`src/rtl/reorderPkg.sv`:
```
package reorderPkg;
  localparam int RADIX     = 5;
  localparam int FRAME_LEN = RADIX * RADIX;
  localparam int IDX_W     = $clog2(FRAME_LEN);
  localparam int DIG_W     = $clog2(RADIX);
  localparam int MEM_DEPTH = 1 << IDX_W;

  typedef struct packed {
    logic             wrEn;
    logic             wrBank;
    logic [IDX_W-1:0] wrAddr;
    logic             rdEn;
    logic             rdBank;
    logic [IDX_W-1:0] rdAddr;
    logic             rdFirst;
  } strobeT;
endpackage

```
`src/rtl/reorderCtrl.sv`:
```
module reorderCtrl
  import reorderPkg::*;
(
  input  logic   clk,
  input  logic   rstN,
  input  logic   inStart,
  output strobeT stb
);
  localparam logic [IDX_W-1:0] LAST_IDX = IDX_W'(FRAME_LEN - 1);
  localparam logic [IDX_W-1:0] RADIX_I  = IDX_W'(RADIX);
  localparam logic [DIG_W-1:0] LAST_DIG = DIG_W'(RADIX - 1);

  logic [IDX_W-1:0] wrIdx;
  logic             wrBusy;
  logic             bankReg;
  logic [DIG_W-1:0] rdHi;
  logic [DIG_W-1:0] rdLo;
  logic             rdBusy;
  logic             rdBankReg;

  logic             wrNow;
  logic [IDX_W-1:0] wrAddrNow;
  logic             wrBankNow;
  logic             lastWrite;

  always_comb begin
    wrNow     = inStart || wrBusy;
    wrAddrNow = inStart ? '0 : wrIdx;
    wrBankNow = inStart ? ~bankReg : bankReg;
    lastWrite = wrNow && (wrAddrNow == LAST_IDX);
  end

  // capture side: index counter and bank toggle
  always_ff @(posedge clk or negedge rstN) begin
    if (!rstN) begin
      wrIdx   <= '0;
      wrBusy  <= 1'b0;
      bankReg <= 1'b0;
    end else if (inStart) begin
      bankReg <= ~bankReg;
      wrBusy  <= 1'b1;
      wrIdx   <= IDX_W'(1);
    end else if (wrBusy) begin
      if (wrIdx == LAST_IDX) begin
        wrBusy <= 1'b0;
        wrIdx  <= '0;
      end else begin
        wrIdx <= wrIdx + IDX_W'(1);
      end
    end
  end

  // replay side: two base-RADIX digits, low digit fastest
  always_ff @(posedge clk or negedge rstN) begin
    if (!rstN) begin
      rdHi      <= '0;
      rdLo      <= '0;
      rdBusy    <= 1'b0;
      rdBankReg <= 1'b0;
    end else if (lastWrite) begin
      rdBusy    <= 1'b1;
      rdHi      <= '0;
      rdLo      <= '0;
      rdBankReg <= wrBankNow;
    end else if (rdBusy) begin
      if (rdLo == LAST_DIG) begin
        rdLo <= '0;
        if (rdHi == LAST_DIG) begin
          rdBusy <= 1'b0;
          rdHi   <= '0;
        end else begin
          rdHi <= rdHi + DIG_W'(1);
        end
      end else begin
        rdLo <= rdLo + DIG_W'(1);
      end
    end
  end

  always_comb begin
    stb.wrEn    = wrNow;
    stb.wrBank  = wrBankNow;
    stb.wrAddr  = wrAddrNow;
    stb.rdEn    = rdBusy;
    stb.rdBank  = rdBankReg;
    stb.rdAddr  = IDX_W'(rdLo) * RADIX_I + IDX_W'(rdHi);
    stb.rdFirst = rdBusy && (rdHi == '0) && (rdLo == '0);
  end

  // capture and replay never share a bank
  p_bank_split_r7: assert property (@(posedge clk) disable iff (!rstN)
    (stb.wrEn && stb.rdEn) |-> (stb.wrBank != stb.rdBank));

  // a replay only begins right after the last sample is captured
  p_read_follows_write_r4: assert property (@(posedge clk) disable iff (!rstN)
    $rose(stb.rdEn) |-> $past(stb.wrEn && (stb.wrAddr == LAST_IDX)));

  // the index following a start pulse is 1
  p_wr_restart_r2: assert property (@(posedge clk) disable iff (!rstN)
    inStart |=> (inStart || (stb.wrAddr == IDX_W'(1))));

  // swapped address stays inside a frame
  p_rdaddr_range_r3: assert property (@(posedge clk) disable iff (!rstN)
    stb.rdEn |-> (stb.rdAddr < IDX_W'(FRAME_LEN)));
endmodule

```
`src/rtl/reorderData.sv`:
```
module reorderData
  import reorderPkg::*;
#(
  parameter int DATA_W = 22
) (
  input  logic                     clk,
  input  logic                     rstN,
  input  strobeT                   stb,
  input  logic signed [DATA_W-1:0] inRe,
  input  logic signed [DATA_W-1:0] inIm,
  output logic                     outStart,
  output logic signed [DATA_W-1:0] outRe,
  output logic signed [DATA_W-1:0] outIm
);
  localparam int WORD_W = 2 * DATA_W;

  logic [WORD_W-1:0] bankWord [2];
  logic [WORD_W-1:0] outWord;
  logic              outValid;

  for (genvar b = 0; b < 2; b++) begin : gBank
    logic [WORD_W-1:0] mem [MEM_DEPTH];
    always_ff @(posedge clk) begin
      if (stb.wrEn && (stb.wrBank == 1'(b)))
        mem[stb.wrAddr] <= {inRe, inIm};
    end
    assign bankWord[b] = mem[stb.rdAddr];
  end

  // registered read port; zero outside a burst
  always_ff @(posedge clk or negedge rstN) begin
    if (!rstN) begin
      outWord  <= '0;
      outValid <= 1'b0;
      outStart <= 1'b0;
    end else begin
      outValid <= stb.rdEn;
      outStart <= stb.rdFirst;
      outWord  <= stb.rdEn ? bankWord[stb.rdBank] : '0;
    end
  end

  assign outRe = outWord[WORD_W-1:DATA_W];
  assign outIm = outWord[DATA_W-1:0];

  // the start flag only marks a sample inside a burst
  p_start_in_burst_r5: assert property (@(posedge clk) disable iff (!rstN)
    outStart |-> outValid);

  // the burst continues after its first sample
  p_burst_continues_r6: assert property (@(posedge clk) disable iff (!rstN)
    outStart |=> (outValid && !outStart));

  // idle output is zero
  p_idle_zero_r8: assert property (@(posedge clk) disable iff (!rstN)
    !outValid |-> ((outRe == '0) && (outIm == '0) && !outStart));
endmodule

```
`src/rtl/radix5Reorder.sv`:
```
module radix5Reorder
  import reorderPkg::*;
#(
  parameter int DATA_W = 22
) (
  input  logic                     clk,
  input  logic                     rstN,
  input  logic                     inStart,
  input  logic signed [DATA_W-1:0] inRe,
  input  logic signed [DATA_W-1:0] inIm,
  output logic                     outStart,
  output logic signed [DATA_W-1:0] outRe,
  output logic signed [DATA_W-1:0] outIm
);
  strobeT stb;

  reorderCtrl uCtrl (
    .clk     (clk),
    .rstN    (rstN),
    .inStart (inStart),
    .stb     (stb)
  );

  reorderData #(.DATA_W(DATA_W)) uData (
    .clk      (clk),
    .rstN     (rstN),
    .stb      (stb),
    .inRe     (inRe),
    .inIm     (inIm),
    .outStart (outStart),
    .outRe    (outRe),
    .outIm    (outIm)
  );
endmodule

```
`config.mk`:
```
export PLATFORM = sky130hd
export DESIGN_NAME = radix5Reorder
export DESIGN_NICKNAME = d
export VERILOG_FILES = /design/src/rtl/reorderPkg.sv /design/src/rtl/reorderCtrl.sv /design/src/rtl/reorderData.sv /design/src/rtl/radix5Reorder.sv
export SDC_FILE = /design/constraint.sdc
export NUM_CORES = 2
export LEC_CHECK = 0
export CORE_ASPECT_RATIO = 0.75
export CORE_MARGIN = 4
export CORE_UTILIZATION = 45
export DETAILED_ROUTE_END_ITERATION = 10
export HOLD_SLACK_MARGIN = 0.06
export PLACE_DENSITY_LB_ADDON = 0.3
export REMOVE_ABC_BUFFERS = 1
export SYNTH_ARGS = -nofsm -noshare
export SYNTH_HDL_FRONTEND = slang
export SYNTH_HIERARCHICAL = 1
export SYNTH_SLANG_ARGS = --single-unit
```
`constraint.sdc`:
```
create_clock -name clk -period 3.6 [get_ports clk]
set_clock_uncertainty 0.05 [all_clocks]
set_input_delay 1.08 -clock clk [delete_from_list [all_inputs] [get_ports clk]]
set_output_delay 1.08 -clock clk [all_outputs]
set_load 0.02 [all_outputs]
```
# Word level (Yosys, flattened, before mapping)
# Memory sizes are Yosys's and may differ from the RTL's.
# Cells that the tools add are included.
[totals]
output_inout_bits = 45
latchBits = 0
elab_cells = 63
mem_bits_rw = 2816
rom_bits = 0
reg_bits = 60
mem_count = 2
[op_classes]
reduce_logical = 12
muxes = 27
mul = 1
div_mod_pow = 0
n_addsub = 4
magnitude_cmp = 1
shift = 0
eq_ne = 4
bitwise = 3
[mem_list]
columns = ["name", "words", "width", "rd", "rd_ports_with_merged_regs", "write_ports", "line_no", "source"]
rows = [
  ["uData.gBank[0].mem", 32, 44, 1, 0, 1, "reorderData.sv:22", "logic [WORD_W-1:0] mem [MEM_DEPTH];"],
  ["uData.gBank[1].mem", 32, 44, 1, 0, 1, "reorderData.sv:22", ""],
]
[op_table]
columns = ["operator", "count"]
rows = [
  ["$mux 44", 4],
  ["$mux 3", 7],
  ["$mux 5", 4],
  ["$mux 1", 12],
  ["$eq 5x5->1 const B", 2],
  ["$add 3x1->3 const B", 2],
  ["$eq 3x3->1 const B", 2],
  ["$logic_not 3->1", 2],
  ["$reduce_bool 2->1", 3],
  ["$add 5x1->5 const B", 1],
  ["$add 5x3->5", 1],
  ["$logic_and 1x1->1", 5],
  ["$mul 3x3->5 const B", 1],
  ["$ge 2x2->1 const B", 1],
  ["$not 1->1", 2],
  ["$not 1->2", 1],
  ["$reduce_and 2->1", 1],
  ["$logic_or 1x1->1", 1],
]

# Depth between registers and ports, before layout
# An unclocked memory read counts as a cell.
[depth]
depth_word = 7
mapped_depth = 15
depth_no_buf = 11

# Hierarchy
# The synthesis kept the hierarchy.
[modules_own_cells]
columns = ["mod", "seq_area_each_um2", "cells_each", "area_per_inst_um2", "instances"]
rows = [
  ["reorderData", 85687.2, 4534, 108846.9, 1],
  ["reorderCtrl", 375.4, 112, 1067.3, 1],
]

# Worst setup path before layout
# Ideal clock, no wire load.
[synth_timing]
path_kind = "input to register"
from = "in inStart"
to = "mem uData/gBank[1].mem[7][0] (netlist bit) (enable)"
t_arrival_ps = 4077
path_buffers = 3
slack_ps = -973
path_stages = 6
path_cell_list = "buf_6 > nor2b_1 > clkbuf_1 > or3b_2 > clkbuf_1 > nor2_1"
[synth_lines]
columns = ["element", "line_no", "source"]
rows = [
  ["from (decl)", "radix5Reorder.sv:8", "input logic inStart,"],
  ["to (decl)", "reorderData.sv:22", ""],
]

==> impl_summary.md <==
Floorplanning
The effective utilization at floorplan is 45.41%. The area of the die is 252300 um2. After floorplanning, the core was divided into 156 placement rows. between 90 and 100 I/O pins were placed. The floorplan die width is 578.7 um. The floorplan step defined a core boundary enclosing 242000 um2.

Measured along the y axis, the die boundary spans roughly 440 um.

Synth
The prevailing post-synth register cell is sky130_fd_sc_hd__edfxtp_1. Ranked by total cell area, the synthesized netlist is headed by sky130_fd_sc_hd__edfxtp_1 77%, sky130_fd_sc_hd__mux4_2 16%, sky130_fd_sc_hd__mux2i_1 1.5%, sky130_fd_sc_hd__dfrtp_1 1.4%, sky130_fd_sc_hd__buf_4 0.48%. In this run the cell area of the synthesized design comes to 109900 um2. After technology mapping, the gate count stands at 4646. After synthesis, the netlist uses 64 different library cells. Ranked by instance count, the synthesized netlist is headed by 2816 x sky130_fd_sc_hd__edfxtp_1, 766 x sky130_fd_sc_hd__mux4_2, 166 x sky130_fd_sc_hd__mux2i_1. The number of synthesized flops with an enable pin is 2816.

Of all flip-flops after synthesis, the portion carrying an async set or reset was 2.086%. For this run, the number of Yosys warnings is 6. The part of the Yosys area used for sequential elements is 78.30%. The most common cell in the synthesized netlist is sky130_fd_sc_hd__edfxtp_1.

The average cell area after synthesis is 23.66 um2. Of all cell types, the one taking the most synthesized area is sky130_fd_sc_hd__edfxtp_1. The flop and latch count out of synthesis is 2876. Of the post-synthesis cell area, the dominant cell type holds 76.93%.

Placed design
The number of instances in the placed design is 8310. The placed cell area is roughly 120000 um2. Buffers placed on the I/O ports in this run total 91. The placer congestion estimate is 0.8614. Once detailed placement completed, the half-perimeter wirelength came to 195500 um.

GRT
The global-route wire length before repair is 446100 um. Global routing used 25.38% of the available tracks across all layers. The initial antenna violation count was 14. Entering global routing, the biggest net connects 67 pins. After global routing the overflow that remains totals 0. The number of global-route vias before repair was 54.73k.

STA
The worst hold margin is 0.1976 ns. The maximum frequency from static timing analysis is 0.2769 GHz. The hold violation total from the final report was 0.

The relative slew slack is 18.14%. Setup repair after global routing could not meet its margin everywhere. The transition at the pin with the smallest max-transition slack is around 1.2 ns. The final critical path time including I/O delays and setup is roughly 3.6 ns. Setup violations remaining at the end of the flow were counted as 2. The final worst-path cycle share is 100.3%. The final-report max-slew violation count is 0. The slack of the critical path is -0.01198 ns.

CTS
For this design, the sink count on the clock tree is ~2.9k. The number of buffers inserted during clock tree synthesis is 279. TritonCTS built the clock tree. The insertion delay of the later-clocked pin in the worst-skew pair is around 0.85 ns. The maximum count of clock buffers along a single path is 4. The cell sitting at the root of the clock tree is a sky130_fd_sc_hd__clkbuf_16. After clock tree synthesis, the clock-pin slew on the worst setup and hold paths is approximately 0.060 ns.

The number of levels in the clock H-tree is 5.

Drt
The number of design rule violations left after detail routing is 0. The total routed wirelength is 320700 um. The count of antenna-violating nets left after detailed routing is 0. Dividing the detail-routed wire length by the instance count gives 36.38 um. The violation count after the first detailed-route iteration is about 8k.

The via-per-instance ratio is roughly 6.3. The vias after detailed routing is around 56k. Before antenna repair, the detailed router went through 5 iterations.

Layout
The net count reported at finish is 5420. Leaving out filler cells and counting taps, the final layout contains 8817. The finished layout cell area is 130600 um2. The multi-input combinational cells in the finished layout cover a total of 23170 um2. The ratio of cells with drive above 1 in the final layout is 34.55%. The filler cells instantiated in the layout total 18.08k. The area growth from synthesis to layout is 18.81%. The area occupied by registers is approximately 86000 um2.

Worst setup path
The startpoint class of the critical path is a flop. At the worst endpoint, the arrival time is approximately 4.3 ns. Along the worst path, the maximum fanout reaches 6. STA classifies the critical path endpoint as a flop. The critical path in this run is classified as flop to flop. Data on the critical path is required at its endpoint by roughly 4.3 ns.

Worst hold path
The classification of the worst-slack hold path is primary input to async pin.

Outcome
The final reports fail on setup timing. The run finished, with violations left.

Power
VDD sags by at most 421.9 uV. The standby leakage power is approximately 40 nW. The power density over the cells is 528.5 nW/um2.

Run
The count of max-cap constraint violations is 0.
## sequential cells by signal, indices dropped and copies added (netlist names)
register / flops
uData/outStart: 1
uCtrl/rdLo: 3
uCtrl/rdHi: 3
uData/gBank.mem: 2816
uCtrl/rdBusy: 1
uData/outWord: 44
uCtrl/rdBankReg: 1
uCtrl/wrIdx: 5
uCtrl/bankReg: 1
uCtrl/wrBusy: 1
## area by class of cell
type	instances	share of cell area, %
Clock buffer	363	5.772
Clock inverter	132	0.9092
Tap cell	3239	3.103
Timing Repair Buffer	675	6.469
Timing Repair inverter	2	0.01725
Antenna cell	6	0.01150
Inverter	16	0.06994
Sequential cell	2876	65.90
Multi-Input combinational cell	1508	17.74
## worst max-delay path, cell delays in order, from the launching register on
cell,delay [ns]
sky130_fd_sc_hd__dfrtp_1,0.39
sky130_fd_sc_hd__ha_1,0.32
sky130_fd_sc_hd__ha_1,0.31
sky130_fd_sc_hd__buf_4,0.14
sky130_fd_sc_hd__ha_1,0.28
sky130_fd_sc_hd__a21o_1,0.22
sky130_fd_sc_hd__a21oi_4,0.19
sky130_fd_sc_hd__xnor2_4,0.18
sky130_fd_sc_hd__or2_4,0.30
sky130_fd_sc_hd__nor2_1,0.18
sky130_fd_sc_hd__a221oi_2,0.48
sky130_fd_sc_hd__o21ai_1,0.16
sky130_fd_sc_hd__buf_4,0.19
sky130_fd_sc_hd__nor2_1,0.11
## logic make-up (layout without fill, tap and decap cells)
group | count (synthesis) | after routing | synth area share (%)
AO/OA/AOI/OAI | 218 | 218 | 1.372
XOR/XNOR | 4 | 4 | 0.03188
adder cells (fa/ha/maj) | 15 | 15 | 0.1776
buffers and inverters | 262 | 1188 | 1.277
flip-flops | 2876 | 2876 | 78.30
multiplexers | 966 | 966 | 17.56
other | 0 | 6 | 0
AND/OR/NAND/NOR | 305 | 305 | 1.283
## worst paths after layout
kind / start / cells past startpoint / end / slack, ns
worst min register to register: uCtrl/rdHi[1]$_DFFE_PN0P_ / 2 / uCtrl/rdHi[1]$_DFFE_PN0P_ / 0.52
worst min-delay path: rstN / 1 / uData/outWord[16]$_DFF_PN0_ / 0.20
max in group asynchronous: rstN / 2 / uData/outWord[37]$_DFF_PN0_ / 2.47
min in group clk: uCtrl/rdHi[1]$_DFFE_PN0P_ / 2 / uCtrl/rdHi[1]$_DFFE_PN0P_ / 0.52
worst max register to register: uCtrl/rdLo[0]$_DFFE_PN0P_ / 13 / uData/outWord[22]$_DFF_PN0_ / -0.01
worst max-delay path: uCtrl/rdLo[0]$_DFFE_PN0P_ / 13 / uData/outWord[22]$_DFF_PN0_ / -0.01
## timing repair
action / CTS / global route
hold buffers: 0 / 0
gates cloned: 2 / 0
setup buffers: 2 / 2
resized for setup: 26 / 32
pin swaps: 2 / 5
endpoints found under the setup margin: 43 / 28
## metrics by stage
| step | utilization (%) | worst slack (ns) | setup TNS [ns] | power, W |
|---|---|---|---|---|
| 5_1_grt | 53.95 | -0.04335 | -0.1787 | 0.07103 |
| 4_1_cts | 53.88 | 0.01487 | 0 | 0.06938 |
| 3_3_place_gp | 50.21 | -0.4481 | -11.24 | 0.04114 |
| 6_report | 53.96 | -0.01198 | -0.01212 | 0.06902 |
| 3_5_place_dp | 50.21 | -0.4441 | -8.548 | 0.04123 |
| 2_1_floorplan | - | -25.00 | -2596.68 | 0.03968 |
## where the power goes
part | switching (W) | internal, W | total [W]
sequential | 0.000118 | 0.0374 | 0.0375
clock | 0.0124 | 0.0160 | 0.0284
combinational | 0.00206 | 0.00103 | 0.00309
total | 0.0146 | 0.0544 | 0.0690
## placed cells by master (no fill, tap or decap), types with 26 or more instances in the layout
| cell | synthesis | layout |
|---|---|---|
| sky130_fd_sc_hd__mux2_2 | 33 | 33 |
| sky130_fd_sc_hd__buf_2 | 75 | 44 |
| sky130_fd_sc_hd__nor2_4 | 0 | 64 |
| sky130_fd_sc_hd__mux4_2 | 766 | 766 |
| sky130_fd_sc_hd__clkinv_2 | 0 | 41 |
| sky130_fd_sc_hd__nand2_1 | 93 | 93 |
| sky130_fd_sc_hd__edfxtp_1 | 2816 | 2816 |
| sky130_fd_sc_hd__nor2_1 | 103 | 37 |
| sky130_fd_sc_hd__a21oi_1 | 37 | 36 |
| sky130_fd_sc_hd__clkbuf_1 | 74 | 70 |
| sky130_fd_sc_hd__clkdlybuf4s50_1 | 0 | 46 |
| sky130_fd_sc_hd__o22ai_1 | 29 | 26 |
| sky130_fd_sc_hd__mux2i_1 | 166 | 164 |
| sky130_fd_sc_hd__a22oi_1 | 30 | 28 |
| sky130_fd_sc_hd__clkbuf_16 | 0 | 288 |
| sky130_fd_sc_hd__o21ai_0 | 31 | 26 |
| sky130_fd_sc_hd__buf_4 | 71 | 312 |
| sky130_fd_sc_hd__dfrtp_1 | 60 | 59 |
| sky130_fd_sc_hd__buf_12 | 0 | 261 |
| sky130_fd_sc_hd__clkinv_1 | 2 | 47 |
## per-layer routing
layer / part of all wire, % / vias up / global-route usage (%)
li1: - / 21361 / -
met1: 40 / 30331 / 38.61
met2: 45 / 3564 / 37.11
met3: 12 / 504 / 6.074
met4: 3.0 / 8 / 6.587
met5: 0.014 / - / 0
Note: power is estimated with default switching activity, not from simulation.
